<file path="config.mk">
export PLATFORM = sky130hd
export DESIGN_NAME = cmd_write_guard
export DESIGN_NICKNAME = d
export VERILOG_FILES = /design/src/rtl/wpu_pkg.sv /design/src/rtl/wpu_load_window.sv /design/src/rtl/wpu_lock_mask.sv /design/src/rtl/wpu_seq_fsm.sv /design/src/rtl/cmd_write_guard.sv
export SDC_FILE = /design/constraint.sdc
export NUM_CORES = 1
export LEC_CHECK = 0
export BUFFER_PORTS_ARGS = -buffer_cell sky130_fd_sc_hd__buf_2
export CORE_MARGIN = 4
export CORE_UTILIZATION = 46
export DETAILED_ROUTE_END_ITERATION = 6
export PLACE_DENSITY_LB_ADDON = 0.15
export SLEW_MARGIN = 5
export SYNTH_ARGS = -nofsm -noshare
export SYNTH_HDL_FRONTEND = slang
export SYNTH_SLANG_ARGS = --single-unit
</file>
<file path="constraint.sdc">
create_clock -name clk_i -period 0.8 [get_ports clk_i]
set_input_delay 0.12 -clock clk_i [delete_from_list [all_inputs] [get_ports clk_i]]
set_output_delay 0.12 -clock clk_i [all_outputs]
set_load 0.005 [all_outputs]
</file>
<file path="src/rtl/wpu_pkg.sv">
package wpu_pkg;

  typedef enum logic [2:0] {
    ST_IDLE,
    ST_GOT1,
    ST_GOT2,
    ST_OPEN,
    ST_LK3,
    ST_LK4,
    ST_LOAD
  } seq_state_e;

  localparam logic [7:0]  KEY_FIRST   = 8'hAA;
  localparam logic [7:0]  KEY_SECOND  = 8'h55;
  localparam logic [7:0]  KEY_UNLOCK  = 8'hA0;
  localparam logic [7:0]  KEY_LOCKREG = 8'hC0;
  localparam logic [11:0] OFS_LO      = 12'h555;
  localparam logic [11:0] OFS_HI      = 12'hAAA;

endpackage

</file>
<file path="src/rtl/wpu_load_window.sv">
module wpu_load_window #(
  parameter int WINDOW = 16
) (
  input  logic clk_i,
  input  logic rst_ni,
  input  logic wr_valid_i,
  input  logic active_i,
  output logic expired_o
);
  localparam int CNT_W = $clog2(WINDOW + 1);
  localparam logic [CNT_W-1:0] LAST = CNT_W'(WINDOW - 1);

  logic [CNT_W-1:0] cnt_q, cnt_d;
  logic             cnt_en;

  assign cnt_en = wr_valid_i | active_i;

  always_comb begin
    cnt_d = cnt_q;
    if (wr_valid_i)          cnt_d = '0;
    else if (cnt_q != LAST)  cnt_d = cnt_q + 1'b1;
  end

  always_ff @(posedge clk_i or negedge rst_ni) begin
    if (!rst_ni)     cnt_q <= '0;
    else if (cnt_en) cnt_q <= cnt_d;
  end

  assign expired_o = active_i & ~wr_valid_i & (cnt_q == LAST);

  // the count never passes the last idle slot while a sequence is live
  a_r9_count_bound: assert property (@(posedge clk_i) disable iff (!rst_ni)
    active_i |-> (cnt_q <= LAST));

endmodule

</file>
<file path="src/rtl/wpu_lock_mask.sv">
module wpu_lock_mask #(
  parameter int                    ADDR_W     = 13,
  parameter int                    NUM_BLOCKS = 8,
  parameter logic [NUM_BLOCKS-1:0] MASK_RESET = '0
) (
  input  logic                  clk_i,
  input  logic                  rst_ni,
  input  logic                  load_i,
  input  logic [NUM_BLOCKS-1:0] data_i,
  input  logic [ADDR_W-1:0]     addr_i,
  output logic                  locked_o,
  output logic [NUM_BLOCKS-1:0] mask_o
);
  localparam int BLK_W = $clog2(NUM_BLOCKS);

  logic [NUM_BLOCKS-1:0] mask_q;
  logic [BLK_W-1:0]      blk_idx;

  always_ff @(posedge clk_i or negedge rst_ni) begin
    if (!rst_ni)     mask_q <= MASK_RESET;
    else if (load_i) mask_q <= data_i;
  end

  assign blk_idx  = addr_i[ADDR_W-1 -: BLK_W];
  assign locked_o = mask_q[blk_idx];
  assign mask_o   = mask_q;

  // the mask changes only on the edge that takes a load
  a_r7_mask_hold: assert property (@(posedge clk_i) disable iff (!rst_ni)
    !$past(load_i) |-> $stable(mask_q));

endmodule

</file>
<file path="src/rtl/wpu_seq_fsm.sv">
module wpu_seq_fsm
  import wpu_pkg::*;
#(
  parameter int ADDR_W = 13,
  parameter int DATA_W = 8
) (
  input  logic              clk_i,
  input  logic              rst_ni,
  input  logic              wr_valid_i,
  input  logic [ADDR_W-1:0] wr_addr_i,
  input  logic [DATA_W-1:0] wr_data_i,
  input  logic              expired_i,
  input  logic              blk_locked_i,
  output logic              load_o,
  output logic              active_o,
  output logic              permit_o,
  output logic              deny_o
);
  localparam int OFS_W = ADDR_W - 1;
  localparam int PL    = ADDR_W - 1;

  seq_state_e state_q, state_d;
  logic       plane_q, plane_d;
  logic       permit_q, permit_d, deny_q, deny_d;
  logic       at_lo, at_hi, same_pl;
  logic [7:0] byte_in;

  assign byte_in = wr_data_i[7:0];
  assign at_lo   = wr_addr_i[OFS_W-1:0] == OFS_W'(OFS_LO);
  assign at_hi   = wr_addr_i[OFS_W-1:0] == OFS_W'(OFS_HI);
  assign same_pl = wr_addr_i[PL] == plane_q;

  always_comb begin
    state_d  = state_q;
    plane_d  = plane_q;
    permit_d = 1'b0;
    deny_d   = 1'b0;
    load_o   = 1'b0;
    if (wr_valid_i) begin
      unique case (state_q)
        ST_IDLE: begin
          if (at_lo && byte_in == KEY_FIRST) begin
            state_d = ST_GOT1;
            plane_d = wr_addr_i[PL];
          end else deny_d = 1'b1;
        end
        ST_GOT1: begin
          if (same_pl && at_hi && byte_in == KEY_SECOND) state_d = ST_GOT2;
          else begin state_d = ST_IDLE; deny_d = 1'b1; end
        end
        ST_GOT2: begin
          if (same_pl && at_lo && byte_in == KEY_UNLOCK)       state_d = ST_OPEN;
          else if (same_pl && at_lo && byte_in == KEY_LOCKREG) state_d = ST_LK3;
          else begin state_d = ST_IDLE; deny_d = 1'b1; end
        end
        ST_OPEN: begin
          permit_d = ~blk_locked_i;
          deny_d   = blk_locked_i;
        end
        ST_LK3: begin
          if (same_pl && at_lo && byte_in == KEY_FIRST) state_d = ST_LK4;
          else begin state_d = ST_IDLE; deny_d = 1'b1; end
        end
        ST_LK4: begin
          if (same_pl && at_hi && byte_in == KEY_SECOND) state_d = ST_LOAD;
          else begin state_d = ST_IDLE; deny_d = 1'b1; end
        end
        ST_LOAD: begin
          load_o  = 1'b1;
          state_d = ST_IDLE;
        end
        default: state_d = ST_IDLE;
      endcase
    end else if (expired_i) begin
      state_d = ST_IDLE;
    end
  end

  always_ff @(posedge clk_i or negedge rst_ni) begin
    if (!rst_ni) begin
      state_q  <= ST_IDLE;
      plane_q  <= 1'b0;
      permit_q <= 1'b0;
      deny_q   <= 1'b0;
    end else begin
      state_q  <= state_d;
      plane_q  <= plane_d;
      permit_q <= permit_d;
      deny_q   <= deny_d;
    end
  end

  assign active_o = state_q != ST_IDLE;
  assign permit_o = permit_q;
  assign deny_o   = deny_q;

  // an expired window always drops the recogniser to idle
  a_r9_expiry_idle: assert property (@(posedge clk_i) disable iff (!rst_ni)
    expired_i |=> state_q == ST_IDLE);

  // an open page stays open while writes keep arriving in time
  a_r6_open_holds: assert property (@(posedge clk_i) disable iff (!rst_ni)
    (state_q == ST_OPEN && !expired_i) |=> state_q == ST_OPEN);

  // a permit is only ever issued from the unlocked state
  a_r2_permit_from_open: assert property (@(posedge clk_i) disable iff (!rst_ni)
    permit_q |-> $past(state_q) == ST_OPEN);

endmodule

</file>
<file path="src/rtl/cmd_write_guard.sv">
module cmd_write_guard #(
  parameter int                    ADDR_W     = 13,
  parameter int                    DATA_W     = 8,
  parameter int                    NUM_BLOCKS = 8,
  parameter int                    WINDOW     = 16,
  parameter logic [NUM_BLOCKS-1:0] MASK_RESET = '0
) (
  input  logic                  clk_i,
  input  logic                  rst_ni,
  input  logic                  wr_valid_i,
  input  logic [ADDR_W-1:0]     wr_addr_i,
  input  logic [DATA_W-1:0]     wr_data_i,
  output logic                  permit_o,
  output logic                  deny_o,
  output logic [NUM_BLOCKS-1:0] lock_mask_o
);
  logic rst_meta_q, rst_sync_n;
  logic expired, active, mask_load, blk_locked;

  always_ff @(posedge clk_i or negedge rst_ni) begin
    if (!rst_ni) begin
      rst_meta_q <= 1'b0;
      rst_sync_n <= 1'b0;
    end else begin
      rst_meta_q <= 1'b1;
      rst_sync_n <= rst_meta_q;
    end
  end

  wpu_load_window #(.WINDOW(WINDOW)) i_window (
    .clk_i      (clk_i),
    .rst_ni     (rst_sync_n),
    .wr_valid_i (wr_valid_i),
    .active_i   (active),
    .expired_o  (expired)
  );

  wpu_lock_mask #(
    .ADDR_W     (ADDR_W),
    .NUM_BLOCKS (NUM_BLOCKS),
    .MASK_RESET (MASK_RESET)
  ) i_mask (
    .clk_i    (clk_i),
    .rst_ni   (rst_sync_n),
    .load_i   (mask_load),
    .data_i   (wr_data_i[NUM_BLOCKS-1:0]),
    .addr_i   (wr_addr_i),
    .locked_o (blk_locked),
    .mask_o   (lock_mask_o)
  );

  wpu_seq_fsm #(.ADDR_W(ADDR_W), .DATA_W(DATA_W)) i_fsm (
    .clk_i        (clk_i),
    .rst_ni       (rst_sync_n),
    .wr_valid_i   (wr_valid_i),
    .wr_addr_i    (wr_addr_i),
    .wr_data_i    (wr_data_i),
    .expired_i    (expired),
    .blk_locked_i (blk_locked),
    .load_o       (mask_load),
    .active_o     (active),
    .permit_o     (permit_o),
    .deny_o       (deny_o)
  );

  // one verdict at most
  a_r10_exclusive: assert property (@(posedge clk_i) disable iff (!rst_sync_n)
    !(permit_o && deny_o));

  // a verdict follows a request by exactly one cycle
  a_r10_after_request: assert property (@(posedge clk_i) disable iff (!rst_sync_n)
    (permit_o || deny_o) |-> $past(wr_valid_i));

  // a locked block never sees a permit
  a_r8_locked_no_permit: assert property (@(posedge clk_i) disable iff (!rst_sync_n)
    permit_o |-> !$past(blk_locked));

endmodule

</file>
==> impl_results.md, run 1 <==
- Setup Skew: 0.003320 ns
- Pwr dens: 1213 nW/um^2
- Die area: 3465 sq um
- Ys Warns: 0
- Startpoint types: register
- Worst setup margin: -0.7924 ns
- Flops & latches, synth: 21
- MaxCap Viol Count: 0
- FF/Latch Area: 528.0 sq um
- NetSw: 0.0007218 W
- Routed wire length: 3.923 mm
- FILL cells: 161
- Synth-to-layout area growth: 65.19%
- DR vias/cell: 5.687
- Cells after Synth: 110
- Syn_nets: 136
- TNS Setup: -14.47 ns
- Drt initial violations: 41
- Largest net degree at the start of global routing: 20
- Initial antenna violation count: 0
- Crit end category: register
- CTS tree: done
- RR Startpoint: i_window.cnt_q[0]
- Share of total power in sequential cells: 48.5%
- Number of global-route vias before repair: 1316
- Total clock sinks: 21
- Hold Vio Cnt, Final: 0
- Failing checks: negative setup slack
- P_int: 0.001662 W
- First-pass GRT wire length: 6.085 mm
- CTS clk-pin slew, worst paths: 0.12 ns
- Hpwl dp: 2.505 mm
- Area of the multi-input gates: 775.7 sq um
- Clk pwr share: 22.8%
- Critical Path RT: 1.02 ns
- Starting Density: 48.03%
- FMAX: 0.6280 GHz
- Sw Ratio: 30.29%
- Clk Latency, worst-skew pair: 0.32 ns
- Gate power share: 28.7%
- DR vias: 1234
- Number of max-slew violations in the final report: 0
- Final #Nets: 214
- Die Wd: 58.86 um
- Initial DRT Pass Iterations: 4
- Tcrit/Tclk final: 199.1%
- Num rows: 18
- Minimum clock period: 1.592 ns
- Inserted Clock Buffers: 3
- Antenna-violating nets left: 0
- WL/cell: 18.08 um
- Critical path type: reg2reg
- Peak VDD IR: 1.462 mV
- Overall power: 0.002383 W
- Unrepaired setup endpoints after global routing: true
- Port buffer count: 33
- Core area: 2477 sq um
- Mapped Area: 1190 sq um
- # H-tree levels: 1
- Hold Crit Class: in2reg
- Clock tree buffer depth: 2
- Global Route Usage Sum: 23.98%
- I/O pin count: 34
- Final setup viols: 29
- DRC: 0
- Status: complete, but fails checks
- GRT overflow: 0
- ANT cells: 0
- Worst Setup SP: i_window.cnt_q[0]
- Crit Path Max Fanout: 5
- Die H: 58.86 um
- Hold Startpoint: wr_data_i[1]
- Sequential element share of the synthesized area: 44.16%
- Last weighted congestion value of the routability-driven placer: 0.7660
- Critical Path AT: 1.81 ns
- Post-synth cell types: 40
- Clock root buffer: clkbuf_4
- Syn avg cell area: 10.82 sq um
- Post-layout util: 79.34%
- Share of layout cells above drive strength 1: 62.03%
- Static leakage: 0.9234 nW
==> placed cells by master (no fill, tap or decap), types with 2 or more instances in the layout <==
cell and count:
clkbuf_4 3, buf_4 30, nor4_4 2, mux4_2 2, nor3_1 2, nor2_4 2, nor2_1 4, inv_1 2
nor2b_1 3, buf_2 25, o21ai_0 4, o21ai_1 2, buf_6 20, mux2_2 8, nand3_1 3, o22ai_1 2
nand2b_1 2, nand4_1 2, xor2_1 2, nand2_1 6, dfrtp_2 2, nor4bb_1 5, a21oi_1 3, dfrtp_1 19
nand2_2 2
==> area by class of cell <==
cell class              instances  area share, %
flip-flops and latches         21          26.86
inverters                       3         0.5729
well taps                      30          1.910
repair buffers                 76          29.79
multi-input cells              83          39.47
clock inverters                 1         0.2546
clock buffers                   3          1.146
==> timing repair <==
action / in CTS / in global routing
hold buffers: 1 / 0
pin swaps: 9 / 7
resized for setup: 28 / 15
endpoints found under the setup margin: 29 / 29
buffers inserted: 5 / 7
endpoints found under the hold margin: 2 / 0
==> cell families after synthesis <==
logic type,count (synthesis),synth area share [%]
flops,21,44.16
mux,12,13.14
simple gates,45,24.82
compound gates,19,10.41
other cells,1,0.3152
xor+xnor,4,2.945
buf+inv,6,2.103
fa+ha+maj,2,2.103
==> metal layers <==
layer	vias to the layer above	GRT usage [%]	routed length [um]
met2	47	39.75	2072
met1	606	28.23	1498
met5	-	0	0
met4	0	13.92	146
li1	565	-	-
met3	16	5.482	206
==> synthesized netlist by cell type (all sizes together) <==
master / n / area [sq um]
o221ai: 1 / 15.01
mux2i: 1 / 10.01
nor2: 6 / 22.52
o311ai: 1 / 8.760
xor2: 3 / 26.28
nand4: 2 / 12.51
and4: 1 / 8.760
inv: 3 / 11.26
o22a: 1 / 8.760
a211oi: 1 / 7.510
conb: 1 / 3.750
o31ai: 1 / 7.510
nand3: 4 / 20.02
o21a: 1 / 7.510
nand2b: 2 / 12.51
nor4: 3 / 33.78
xnor2: 1 / 8.760
nor4bb: 5 / 50.05
nor3: 4 / 20.02
and3: 1 / 6.260
mux4: 2 / 45.04
nand2: 8 / 30.03
a21oi: 4 / 20.02
dfrtp: 21 / 525.5
or3: 2 / 17.52
buf: 2 / 10.01
nand4b: 1 / 8.760
o22ai: 2 / 12.51
and4bb: 1 / 12.51
o21ai: 6 / 30.02
a31oi: 1 / 6.260
mux2: 9 / 101.4
nor4b: 1 / 15.01
clkbuf: 1 / 3.750
ha: 2 / 25.02
nor2b: 4 / 25.02
==> registers in the layout, indices dropped and copies added, names as in the netlist <==
| name | cells |
|---|---|
| i_window.cnt_q | 5 |
| rst_sync_n | 1 |
| i_fsm.deny_o | 1 |
| i_mask.mask_o | 8 |
| rst_meta_q | 1 |
| i_fsm.plane_q | 1 |
| i_fsm.state_q | 3 |
| i_fsm.permit_o | 1 |
==> stage by stage <==
step | worst slack, ns | instances | hold slack (ns) | cell area [sq um]
after floorplan | -0.6962 | 110 | -0.1756 | 1241
after global placement | -0.7270 | 206 | -0.09585 | 1700
after detailed placement | -0.7802 | 206 | -0.09330 | 1700
after CTS | -0.7725 | 215 | 0.06607 | 1907
after global routing | -0.8853 | 217 | 0.07778 | 1966
final | -0.7924 | 217 | 0.08100 | 1966
==> worst paths after layout <==
path / endpoint / slack, ns / depth (start not counted)
setup / recovery: i_window.cnt_q[2] / -0.79 / 7
hold / removal: i_mask.mask_o[1] / 0.08 / 2
setup reg to reg: i_window.cnt_q[2] / -0.79 / 7
hold reg to reg: i_window.cnt_q[3] / 0.22 / 1
max in group asynchronous: i_fsm.state_q[2] / 0.36 / 1
min in group asynchronous: rst_meta_q / 0.10 / 2
==> power by group through the flow <==
stage	Combinational (W)	Clock (W)	Sequential [W]
global placement	0.000495	0	0.00117
finish	0.000684	0.000543	0.00116
global route	0.000747	0.000598	0.00116
floorplan	0.000239	0	0.00117
CTS	0.000617	0.000554	0.00115
detailed placement	0.000519	0	0.00117
==> critical path: stages, from the launching register on <==
cell     delay [ns]
dfrtp_1        0.41
ha_2           0.20
and3_4         0.16
ha_4           0.17
nor2_4         0.17
nand2_2        0.11
xor2_2         0.20
nor2_1         0.06
(Power assumes the default switching activity.)
==> run 2, diff against run 1 <==
--- a/config.mk
+++ b/config.mk
@@ -6,8 +6,10 @@
 export NUM_CORES = 1
 export LEC_CHECK = 0
 export BUFFER_PORTS_ARGS = -buffer_cell sky130_fd_sc_hd__buf_2
+export CELL_PAD_IN_SITES_DETAIL_PLACEMENT = 0
+export CELL_PAD_IN_SITES_GLOBAL_PLACEMENT = 1
 export CORE_MARGIN = 4
-export CORE_UTILIZATION = 46
+export CORE_UTILIZATION = 35
 export DETAILED_ROUTE_END_ITERATION = 6
 export PLACE_DENSITY_LB_ADDON = 0.15
 export SLEW_MARGIN = 5
==> impl_results.md, run 2 (synthesis results as in run 1) <==
- Hold Crit Class: in2reg
- Last weighted congestion value of the routability-driven placer: 0.9576 (+25%)
- Minimum clock period: 1.551 ns (-0.04136 ns)
- Share of layout cells above drive strength 1: 60.00% (-2.0 points)
- Pwr dens: 1218 nW/um^2 (+0.46%)
- Clock root buffer: clkbuf_4
- Hold WS: 0.08599 ns (+0.004985 ns)
- Critical Path AT: 1.75 ns (-0.06 ns)
- Critical path type: reg2reg
- GRT overflow: 0 (unchanged)
- Most frequent cells in the layout: buf_4, buf_2, dfrtp_1
- Hpwl dp: 2.484 mm (-0.86%)
- WP buf/inv: 0 (unchanged)
- Final setup viols: 29 (unchanged)
- Hold Vio Cnt, Final: 0 (unchanged)
- Failing checks: negative setup slack
- DR vias: 1156 (-6.3%)
- CTS tree: done
- Clock tree buffer depth: 2 (unchanged)
- Synth-to-layout area growth: 62.25%
- Die Wd: 66.31 um (+13%)
- GR Layer Usage met2: 27.76% (-12 points)
- Crit end category: register
- # H-tree levels: 1 (unchanged)
- Setup Skew: 0.005095 ns (+0.001775 ns)
- Num rows: 20 (+2)
- Starting Density: 37.74% (-10 points)
- Peak VDD IR: 0.7029 mV (-52%)
- Tcrit/Tclk final: 193.9% (-5.2 points)
- Status: complete, but fails checks
- Inserted Clock Buffers: 3 (unchanged)
- I/O pin count: 34 (unchanged)
- Startpoint types: register
- Critical Path, Cell by Cell: xor2_1 > or3_4 > o22a_1 > o311ai_1 > o21ai_1
- Met1 Use GR: 19.98% (-8.3 points)
- Unrepaired setup endpoints after global routing: true
- Total clock sinks: 21 (unchanged)
- Core area: 3153 sq um (+27%)
- Port buffer count: 33 (unchanged)
- Final #Nets: 212 (-0.93%)
- First-pass GRT wire length: 5.402 mm (-11%)
- Initial DRT Pass Iterations: 5 (+1)
- Routed wire length: 3.331 mm (-15%)
- Drt initial violations: 54 (+32%)
- ANT cells: 0 (unchanged)
- Delay-heaviest family, CP: compound AO/OA/AOI/OAI gates
- Crit-path slowest cell: dfrtp_1
- Worst setup margin: -0.7511 ns (+0.04136 ns)
- Initial antenna violation count: 0 (unchanged)
- Global Route Usage Sum: 15.93% (-8.0 points)
- WL/cell: 14.55 um (-20%)
- Clk Latency, worst-skew pair: 0.31 ns (about the same)
- Global routing met3 resource utilization: 2.721% (-2.8 points)
- Number of max-slew violations in the final report: 0 (unchanged)
- Largest net degree at the start of global routing: 20 (unchanged)
- DP Worst Slack: -0.7630 ns (+0.01712 ns)
- CTS clk-pin slew, worst paths: 0.13 ns (about the same)
- Antenna-violating nets left: 0 (unchanged)
- Max reg flops: 8 (unchanged)
- FMAX: 0.6447 GHz (+2.7%)
- MaxCap Viol Count: 0 (unchanged)
- Number of global-route vias before repair: 1216 (-7.6%)
- Die H: 66.31 um (+13%)
- Critical Path RT: 1.00 ns (-0.02 ns)
- Most common cell after layout, fill and taps aside: buf_4
- Die area: 4396 sq um (+27%)
- Static leakage: 0.9029 nW (-2.2%)
- GRT busiest layer: met2
- Crit Path Max Fanout: 4 (-1)
- Max incr delay on CP: 0.42 ns (about the same)
- DR vias/cell: 5.048 (-11%)
- DRC: 0 (unchanged)
==> run 2: through the flow <==
stage               total power [W]  instances  setup TNS (ns)  cell area (sq um)  util (%)
floorplan                  0.001412        110          -9.030               1241         -
global placement           0.001687        219          -11.04               1710     54.25
detailed placement         0.001702        219          -11.55               1710     54.25
CTS                        0.002300        227          -13.87               1879     59.60
global route               0.002495        229          -15.40               1931     61.23
finish                     0.002352        229          -13.73               1931     61.23
==> run 2: path summary, 6_finish.rpt <==
path | startpoint | endpoint | slack [ns] | depth (start not counted)
hold reg to reg | rst_sync_n | i_mask.mask_o[6] | 0.22 | 1
max in group asynchronous | rst_sync_n | i_fsm.state_q[0] | 0.36 | 1
setup / recovery | i_fsm.plane_q | i_fsm.deny_o | -0.75 | 5
hold / removal | wr_data_i[6] | i_mask.mask_o[6] | 0.09 | 2
setup reg to reg | i_fsm.plane_q | i_fsm.deny_o | -0.75 | 5
min in group asynchronous | rst_ni | rst_meta_q | 0.10 | 2
==> run 2: what timing repair did <==
| item | CTS | global route |
|---|---|---|
| hold buffers | 1 | 0 |
| endpoints found under the setup margin | 29 | 29 |
| hold endpoints to repair | 2 | 0 |
| resized for setup | 21 | 10 |
| buffers inserted | 3 | 3 |
| pin swaps | 9 | 6 |
==> run 2: area by class of cell <==
class / instances / area (sq um)
inverter: 3 / 11.26
tap: 44 / 55.05
multi-input combinational: 83 / 752.0
clock inverter: 1 / 7.507
sequential: 21 / 528.0
fill: 277 / 1222
clock buffer: 3 / 22.52
timing repair buffer: 74 / 554.3
==> run 2: power breakdown <==
part	total [W]	switching (W)	internal, W
sequential	0.00116	0.0000453	0.00111
clock	0.000552	0.000361	0.000191
combinational	0.000643	0.000288	0.000355
==> run 2: per-layer routing <==
metal  up-vias  wire length (um)
li1        561                 -
met5         -                 0
met1       567              1470
met4         0                31
met3         4               114
met2        24              1715
==> run 3, diff against run 2 <==
--- a/config.mk
+++ b/config.mk
@@ -9,7 +9,8 @@
 export CELL_PAD_IN_SITES_DETAIL_PLACEMENT = 0
 export CELL_PAD_IN_SITES_GLOBAL_PLACEMENT = 1
 export CORE_MARGIN = 4
-export CORE_UTILIZATION = 35
+export CORE_UTILIZATION = 37
+export CTS_BUF_LIST = sky130_fd_sc_hd__clkbuf_2 sky130_fd_sc_hd__clkbuf_4 sky130_fd_sc_hd__clkbuf_8
 export DETAILED_ROUTE_END_ITERATION = 6
 export PLACE_DENSITY_LB_ADDON = 0.15
 export SLEW_MARGIN = 5
==> impl_results.md, run 3 (synthesis results as in run 1) <==
- GRT overflow: 0 (unchanged)
- Critical Path RT: 1.00 ns (about the same)
- Number of max-slew violations in the final report: 0 (unchanged)
- Hold path cells: 2 (unchanged)
- R2r endpoint: i_fsm.deny_o
- CTS tree: done
- Worst Setup SP: i_fsm.plane_q
- DR vias/cell: 4.897 (-3.0%)
- Total clock sinks: 21 (unchanged)
- Critical Path AT: 1.73 ns (-0.02 ns)
- Reg2Reg Depth: 5 (unchanged)
- Most frequent cells in the layout: buf_2, buf_4, dfrtp_1
- GR Layer Usage met2: 25.03% (-2.7 points)
- Hold Startpoint: wr_data_i[1]
- Share of layout cells above drive strength 1: 57.22% (-2.8 points)
- Critical path type: reg2reg
- ANT cells: 0 (unchanged)
- Pwr dens: 1206 nW/um^2 (-0.96%)
- Clk pwr share: 23.7% (+0.2 points)
- Static leakage: 0.8744 nW (-3.2%)
- Minimum clock period: 1.536 ns (-0.01544 ns)
- Port buffer count: 33 (unchanged)
- Global Route Usage Sum: 15.58% (-0.35 points)
- Peak VDD IR: 1.100 mV (+57%)
- Largest net degree at the start of global routing: 20 (unchanged)
- DR vias: 1097 (-5.1%)
- DRC: 0 (unchanged)
- GRT busiest layer: met2
- Sw Ratio: 29.03% (-0.49 points)
- Initial DRT Pass Iterations: 4 (-1)
- Startpoint types: register
- Core area: 3053 sq um (-3.2%)
- Worst setup margin: -0.7356 ns (+0.01544 ns)
- Setup Skew: 0.001804 ns (-0.003291 ns)
- Die Wd: 64.71 um (-2.4%)
- Synth-to-layout area growth: 58.78%
- Hold endpoint: i_mask.mask_o[1]
- Global routing met3 resource utilization: 2.946% (+0.23 points)
- RR Startpoint: i_fsm.plane_q
- Final #Nets: 207 (-2.4%)
- P_int: 0.001618 W (-2.4%)
- First-pass GRT wire length: 5.092 mm (-5.7%)
- Clk Latency, worst-skew pair: 0.30 ns (about the same)
- Max reg flops: 8 (unchanged)
- Gate power share: 25.7% (-1.6 points)
- Clock root buffer: clkbuf_4
- Dpl cells: 217 (-0.91%)
- Inserted Clock Buffers: 3 (unchanged)
- Die area: 4187 sq um (-4.8%)
- FMAX: 0.6512 GHz (+1.0%)
- Post-DP Area: 1695 sq um (-0.88%)
- Met1 Use GR: 20.85% (+0.87 points)
- # H-tree levels: 1 (unchanged)
- Initial antenna violation count: 0 (unchanged)
- Die H: 64.71 um (-2.4%)
- Crit end category: register
- Status: complete, but fails checks
- Starting Density: 38.98% (+1.2 points)
- Number of global-route vias before repair: 1123 (-7.6%)
- Post-layout util: 61.89% (+0.65 points)
- MaxCap Viol Count: 0 (unchanged)
- NetSw: 0.0006618 W (-4.7%)
- Hpwl dp: 2.399 mm (-3.4%)
- I/O pin count: 34 (unchanged)
- Failing checks: negative setup slack
- Antenna-violating nets left: 0 (unchanged)
- Final Cell Area: 1889 sq um (-2.1%)
- Share of total power in sequential cells: 50.6% (+1.4 points)
- Final setup viols: 29 (unchanged)
- Num rows: 20 (unchanged)
- WL/cell: 13.22 um (-9.1%)
- Drt initial violations: 26 (-52%)
- Finished Layout Cells: 224 (-2.2%)
- Unrepaired setup endpoints after global routing: true
- Tcrit/Tclk final: 192.0% (-1.9 points)
- Clock tree buffer depth: 2 (unchanged)
- CTS clk-pin slew, worst paths: 0.13 ns (about the same)
- Last weighted congestion value of the routability-driven placer: 0.8270 (-14%)
- Hold Vio Cnt, Final: 0 (unchanged)
- Routed wire length: 2.961 mm (-11%)
- TNS Setup: -13.42 ns (+0.3065 ns)
- R2r setup slk: -0.74 ns (+0.02 ns)
- Crit Path Max Fanout: 4 (unchanged)
- Hold Crit Class: in2reg
run 3: changes by cell type in the layout (fill, tap and decap cells not counted), sizes merged:
cell	delta
buf	-5
run 3: final cells by class:
cell class | count | area, sq um
Clock buffer | 3 | 22.52
Clock inverter | 1 | 7.507
Fill cell | 263 | 1164
Inverter | 3 | 11.26
Multi-Input combinational cell | 83 | 740.7
Sequential cell | 21 | 526.8
Tap cell | 44 | 55.05
Timing Repair Buffer | 69 | 525.5
run 3: how the worst max path moves through the flow:
stage | end | cells past startpoint
after detailed placement | i_fsm.plane_q | 5
after global placement | i_fsm.deny_o | 5
after global routing | i_fsm.deny_o | 5
after CTS | i_fsm.deny_o | 5
after floorplan | i_fsm.deny_o | 5
final | i_fsm.deny_o | 5
run 3: metal layers:
| layer | vias to the layer above | routed length, um |
|---|---|---|
| met2 | 18 | 1434 |
| met4 | 0 | 24 |
| met1 | 522 | 1420 |
| met5 | - | 0 |
| li1 | 555 | - |
| met3 | 2 | 81 |
run 3: power groups by stage:
stage / clock [W] / sequential, W / combinational [W]
after floorplan: 0 / 0.00117 / 0.000239
final: 0.000540 / 0.00115 / 0.000586
after detailed placement: 0 / 0.00117 / 0.000500
after global placement: 0 / 0.00117 / 0.000488
after CTS: 0.000562 / 0.00115 / 0.000539
after global routing: 0.000629 / 0.00116 / 0.000646
run 3: critical path, stage by stage, from the launching register on:
cell      delay, ns
dfrtp_1        0.41
xor2_1         0.15
or3_4          0.38
o22a_1         0.18
o311ai_1       0.21
o21ai_1        0.10
run 3: repair_timing:
action	in CTS	in global routing
setup buffers	2	1
hold buffers	1	0
setup endpoints to repair	29	29
gates resized for setup	22	6
pin swaps	6	6
gates cloned	0	0
hold endpoints to repair	2	0
run 3: metrics by stage:
step	hold WS, ns	setup WS [ns]	total power (W)
2_1_floorplan	-0.1756	-0.6962	0.001412
3_3_place_gp	-0.09541	-0.7349	0.001658
3_5_place_dp	-0.09228	-0.7463	0.001673
4_1_cts	0.07039	-0.7453	0.002255
5_1_grt	0.05305	-0.8238	0.002437
6_report	0.08335	-0.7356	0.002279
